[src/rtl/eccLogPkg.sv]
package eccLogPkg;

  localparam int LOG_BANKS = 8;

  // Strobes passed from control to datapath each cycle.
  typedef struct packed {
    logic anyErr;     // at least one bank reported this cycle
    logic rdStrobe;   // register read requested
    logic rdStatus;   // read targets the status register
    logic rdAddrHit;  // read targets a bank address register
  } logStrobes_t;

endpackage

[src/rtl/eccLogCtrl.sv]
module eccLogCtrl
  import eccLogPkg::*;
#(
  parameter int NumBanks = LOG_BANKS,
  parameter int RegAW    = 4,
  localparam int BankIdxW = (NumBanks > 1) ? $clog2(NumBanks) : 1
) (
  input  logic [NumBanks-1:0] bankErr,
  input  logic [NumBanks-1:0] statusFlags,
  input  logic                regWrEn,
  input  logic                regRdEn,
  input  logic [RegAW-1:0]    regAddr,
  input  logic [NumBanks-1:0] wrBits,
  output logStrobes_t         strobes,
  output logic [NumBanks-1:0] setMask,
  output logic [NumBanks-1:0] clrMask,
  output logic [NumBanks-1:0] loadMask,
  output logic [BankIdxW-1:0] rdBank
);

  localparam logic [RegAW-1:0] LastAddrIdx = RegAW'(NumBanks);

  logic statusHit;

  always_comb begin
    statusHit = (regAddr == '0);
    clrMask   = (regWrEn && statusHit) ? wrBits : '0;
    setMask   = bankErr;
    // capture only the first failure since the last clear
    loadMask  = bankErr & (~statusFlags | clrMask);

    strobes.anyErr    = |bankErr;
    strobes.rdStrobe  = regRdEn;
    strobes.rdStatus  = statusHit;
    strobes.rdAddrHit = !statusHit && (regAddr <= LastAddrIdx);

    rdBank = BankIdxW'(regAddr - RegAW'(1));
  end

endmodule

[src/rtl/eccLogData.sv]
module eccLogData
  import eccLogPkg::*;
#(
  parameter int NumBanks = LOG_BANKS,
  parameter int AddrW    = 20,
  parameter int DataW    = 32,
  localparam int BankIdxW = (NumBanks > 1) ? $clog2(NumBanks) : 1
) (
  input  logic                      clk,
  input  logic                      rstN,
  input  logStrobes_t               strobes,
  input  logic [NumBanks-1:0]       setMask,
  input  logic [NumBanks-1:0]       clrMask,
  input  logic [NumBanks-1:0]       loadMask,
  input  logic [BankIdxW-1:0]       rdBank,
  input  logic [NumBanks*AddrW-1:0] bankAddr,
  output logic [NumBanks-1:0]       statusFlags,
  output logic [NumBanks*AddrW-1:0] addrFlat,
  output logic [DataW-1:0]          regRData,
  output logic                      busErr,
  output logic                      eccIrq
);

  logic [AddrW-1:0] addrReg [NumBanks];
  logic [DataW-1:0] rdMux;

  // sticky flags: a new error outranks a clear in the same cycle
  always_ff @(posedge clk) begin
    if (!rstN) statusFlags <= '0;
    else       statusFlags <= (statusFlags & ~clrMask) | setMask;
  end

  for (genvar b = 0; b < NumBanks; b++) begin : g_bank
    always_ff @(posedge clk) begin
      if (!rstN)            addrReg[b] <= '0;
      else if (loadMask[b]) addrReg[b] <= bankAddr[b*AddrW +: AddrW];
    end
    assign addrFlat[b*AddrW +: AddrW] = addrReg[b];
  end

  always_comb begin
    rdMux = '0;
    if (strobes.rdStatus)       rdMux = DataW'(statusFlags);
    else if (strobes.rdAddrHit) rdMux = DataW'(addrReg[rdBank]);
  end

  always_ff @(posedge clk) begin
    if (!rstN) begin
      regRData <= '0;
      busErr   <= 1'b0;
    end else begin
      if (strobes.rdStrobe) regRData <= rdMux;
      busErr <= strobes.anyErr;
    end
  end

  assign eccIrq = |statusFlags;

endmodule

[src/rtl/eccFaultLog.sv]
module eccFaultLog
  import eccLogPkg::*;
#(
  parameter int NumBanks = LOG_BANKS,
  parameter int AddrW    = 20,
  parameter int DataW    = 32,
  parameter int RegAW    = 4
) (
  input  logic                      clk,
  input  logic                      rstN,
  input  logic [NumBanks-1:0]       bankErr,
  input  logic [NumBanks*AddrW-1:0] bankAddr,
  input  logic                      regWrEn,
  input  logic                      regRdEn,
  input  logic [RegAW-1:0]          regAddr,
  input  logic [DataW-1:0]          regWData,
  output logic [DataW-1:0]          regRData,
  output logic                      eccIrq,
  output logic                      busErr
);

  localparam int BankIdxW = (NumBanks > 1) ? $clog2(NumBanks) : 1;

  logStrobes_t               strobes;
  logic [NumBanks-1:0]       statusFlags;
  logic [NumBanks-1:0]       setMask;
  logic [NumBanks-1:0]       clrMask;
  logic [NumBanks-1:0]       loadMask;
  logic [BankIdxW-1:0]       rdBank;
  logic [NumBanks*AddrW-1:0] addrFlat;
  logic                      unusedWrHigh;

  assign unusedWrHigh = ^regWData[DataW-1:NumBanks];

  eccLogCtrl #(
    .NumBanks(NumBanks),
    .RegAW   (RegAW)
  ) u_ctrl (
    .bankErr    (bankErr),
    .statusFlags(statusFlags),
    .regWrEn    (regWrEn),
    .regRdEn    (regRdEn),
    .regAddr    (regAddr),
    .wrBits     (regWData[NumBanks-1:0]),
    .strobes    (strobes),
    .setMask    (setMask),
    .clrMask    (clrMask),
    .loadMask   (loadMask),
    .rdBank     (rdBank)
  );

  eccLogData #(
    .NumBanks(NumBanks),
    .AddrW   (AddrW),
    .DataW   (DataW)
  ) u_data (
    .clk        (clk),
    .rstN       (rstN),
    .strobes    (strobes),
    .setMask    (setMask),
    .clrMask    (clrMask),
    .loadMask   (loadMask),
    .rdBank     (rdBank),
    .bankAddr   (bankAddr),
    .statusFlags(statusFlags),
    .addrFlat   (addrFlat),
    .regRData   (regRData),
    .busErr     (busErr),
    .eccIrq     (eccIrq)
  );

endmodule

[config.mk]
export PLATFORM = sky130hd
export DESIGN_NAME = eccFaultLog
export DESIGN_NICKNAME = d
export VERILOG_FILES = /design/src/rtl/eccLogPkg.sv /design/src/rtl/eccLogCtrl.sv /design/src/rtl/eccLogData.sv /design/src/rtl/eccFaultLog.sv
export SDC_FILE = /design/constraint.sdc
export NUM_CORES = 1
export LEC_CHECK = 0
export BUFFER_PORTS_ARGS = -buffer_cell sky130_fd_sc_hd__clkbuf_2
export CORE_ASPECT_RATIO = 0.7
export CORE_MARGIN = 1.5
export CORE_UTILIZATION = 50
export DETAILED_ROUTE_END_ITERATION = 6
export GPL_TIMING_DRIVEN = 0
export PLACE_DENSITY = 0.89
export REMOVE_ABC_BUFFERS = 1
export SLEW_MARGIN = 20
export SYNTH_ARGS = -nofsm -noshare
export SYNTH_HDL_FRONTEND = slang
export SYNTH_SLANG_ARGS = --single-unit
[constraint.sdc]
create_clock -name clk -period 3.45 [get_ports clk]
set_clock_uncertainty 0.2 [all_clocks]
set_input_delay 0.345 -clock clk [delete_from_list [all_inputs] [get_ports clk]]
set_output_delay 0.345 -clock clk [all_outputs]
set_load 0.05 [all_outputs]
==> summary.txt <==
run status: complete, no violations
GPL Wtd Cong: 0.871
share of cells above drive strength 1: 0.312
CTS clk-pin slew, worst paths: 0.07 ns
cell area after synthesis: 8440 um2
flop2flop setup slack: 1.44 ns
Worst Reg2Reg Path Length in Cells: 3
Synth cell types: 35
post-CTS sizing: 0
max_cap viols: 0
share of synthesized registers carrying an async set or reset: 0
Slew @ Worst Pin: 1.10 ns
starting density of the core: 0.515
post-route ant nets: 0
Yosys top cell by area: edfxtp_1
fmax: 337 MHz
Max stage delay on crit path: 0.75 ns
remaining routing DRC violations: 0
fin util: 0.696
GRT overflow: 0
IO buf count: 205
Peak VDD IR: 0.343 mV
largest net degree at the start of global routing: 36
commonest cells in the netlist: and2_1 (160), edfxtp_1 (160), mux4_2 (40), nand2_1 (37), dfxtp_1 (29)
number of fill cells in the layout: 1072
Fin Setup TNS: 0 ns
Crit Reg-Reg Startpoint: u_data.statusFlags[2]$_SDFF_PN0_
Pins Over Slew Limit: 0
Setup Buffers After CTS: 0
drt first pass iters: 5
final hold slack: 0.00758 ns
vias post-DR: 6119
I/O Pins: 242
number of cells on the critical path: 8
CP startpoint kind: input port
final count of hold timing violations: 0
CTS buffer count: 17
chip height: 112 um
kind of critical path: in -> reg
nature of the critical path endpoint: flip-flop
initial antenna violation count: 0
drt wl/cell: 20.4 um
Post-Synthesis Cells: 585
number of flops mapped to enable cells by yosys: 160
Buf+Inv Stages, Crit Path: 3
H-tree level count: 4
first-pass GRT wire length: 34.9 mm
Worst Setup EP: u_data.addrReg[7][13]$_SDFFCE_PN0P_
GRT Util Overall: 0.272
fin crit share: 0.860
endpoints failing setup: 0
fin cells: 1139
CTS tree: yes
drt total wl: 23.2 mm
Required @ worst endpoint: 3.30 ns
Tmin final: 2.97 ns
critical-path maximum fanout: 24
Die ar.: 17700 um2
Crit-path slowest cell: nand2_1
nets@finish: 1111
dpl cells: 983
Avg Inst Size Synth: 14.4 um2
worst hold path class: in -> reg
Rows: 39
Max clock buf depth: 2
post-synth top area share: 0.569
crit-path cells: clkbuf_4 -> buf_12 -> inv_1 -> ha_1 -> or3b_1 -> o21ai_2 -> nand2_1 -> nand2_1
RSZ-0062 raised after global routing: no
largest delay contributor family on the critical path: simple AND/OR/NAND/NOR gates
Max-slew headroom: 0.266
Synth Register Bits: 189
die width: 158 um
Hold Buf Count CTS: 120
Iter 0 DRT Violations: 564
cell mode on critical path: nand2_1
core area: 16400 um2
area delta synth->final: 35.3%
pwr dens: 474 nW/um2
Area contributors post-synth: edfxtp_1 (57%), and2_1 (12%), mux4_2 (11%)
crit path DAT: 2.82 ns
CTS Sinks: 189
worst skew pair latency: 0.44 ns
Worst setup startpoint: regAddr[0]
Seq/Total Area, Yosys: 0.638
Vias/cell: 5.37
Post-synth top flop: edfxtp_1
number of global-route vias before repair: 6565
DP HPWL: 14.0 mm
Reg-to-Reg End: u_data.addrReg[2][16]$_SDFFCE_PN0P_
Syn. warnings: 0
antenna cell count: 0
CTS root buf: clkbuf_16
Leakage: 4.81 nW
power by group:
| part | switching, mW | internal (mW) |
|---|---|---|
| clock | 0.923 | 1.02 |
| sequential | 0.0561 | 2.66 |
| combinational | 0.398 | 0.357 |
cell type report:
type | count | area, um2 | area share
clock buffer | 17 | 425 | 0.0373
timing repair buffer | 332 | 2330 | 0.204
sequential | 189 | 5390 | 0.472
inverter | 18 | 67.6 | 0.00592
tap | 225 | 282 | 0.0247
multi-input combinational | 343 | 2770 | 0.242
clock inverter | 15 | 156 | 0.0137
state kept, by name, summed over array words and instances (netlist names):
signal	count
u_data.addrReg	160
u_data.busErr	1
u_data.regRData	20
u_data.statusFlags	8
logic make-up after synthesis:
kind of cell | synth area share
flops | 0.638
simple gates | 0.154
mux | 0.121
buf+inv | 0.0399
other cells | 0.000444
xor+xnor | 0.00208
compound gates | 0.0409
fa+ha+maj | 0.00297
cell usage in the layout (no fill, tap or decap), types with 4 or more instances in the layout:
cell type	synthesis	routed
a21boi_0	9	9
a22oi_1	8	8
a31oi_1	8	8
and2_1	160	160
and3_1	7	7
clkbuf_16	0	17
clkbuf_2	14	204
conb_1	1	12
dfxtp_1	29	29
dlygate4sd3_1	0	124
edfxtp_1	160	160
inv_1	18	18
mux2i_1	12	12
mux4_2	40	40
nand2_1	37	37
nor4_1	4	4
o21ai_0	28	28
through the flow:
step	power [mW]	area, um2	setup slack (ns)
final	5.41	11400	0.484
after global routing	5.58	11400	0.240
after CTS	5.41	11400	0.487
after detailed placement	3.39	9590	0.0357
after global placement	3.36	9520	-1.22
after floorplan	3.10	8210	1.04
worst min-delay path by stage:
stage                                                endpoint  slack, ns  cells past startpoint                        startpoint
after CTS                  u_data.addrReg[7][2]$_SDFFCE_PN0P_     0.0004                      2                     bankAddr[142]
after global placement       u_data.regRData[14]$_SDFFE_PN0P_       0.26                      2  u_data.regRData[14]$_SDFFE_PN0P_
final                     u_data.addrReg[5][17]$_SDFFCE_PN0P_      0.008                      2                     bankAddr[117]
after global routing      u_data.addrReg[5][17]$_SDFFCE_PN0P_     0.0006                      2                     bankAddr[117]
after floorplan               u_data.regRData[0]$_SDFFE_PN0P_       0.25                      1                           regRdEn
after detailed placement     u_data.regRData[15]$_SDFFE_PN0P_       0.27                      2  u_data.regRData[15]$_SDFFE_PN0P_
per-layer routing:
metal / global-route usage / vias to the layer above / routed length [um]
met4: 0.103 / 0 / 595
met3: 0.0646 / 48 / 1870
met1: 0.341 / 2960 / 9240
li1: - / 2728 / -
met2: 0.459 / 383 / 11500
met5: 0 / - / 0
(Power assumes the default switching activity.)
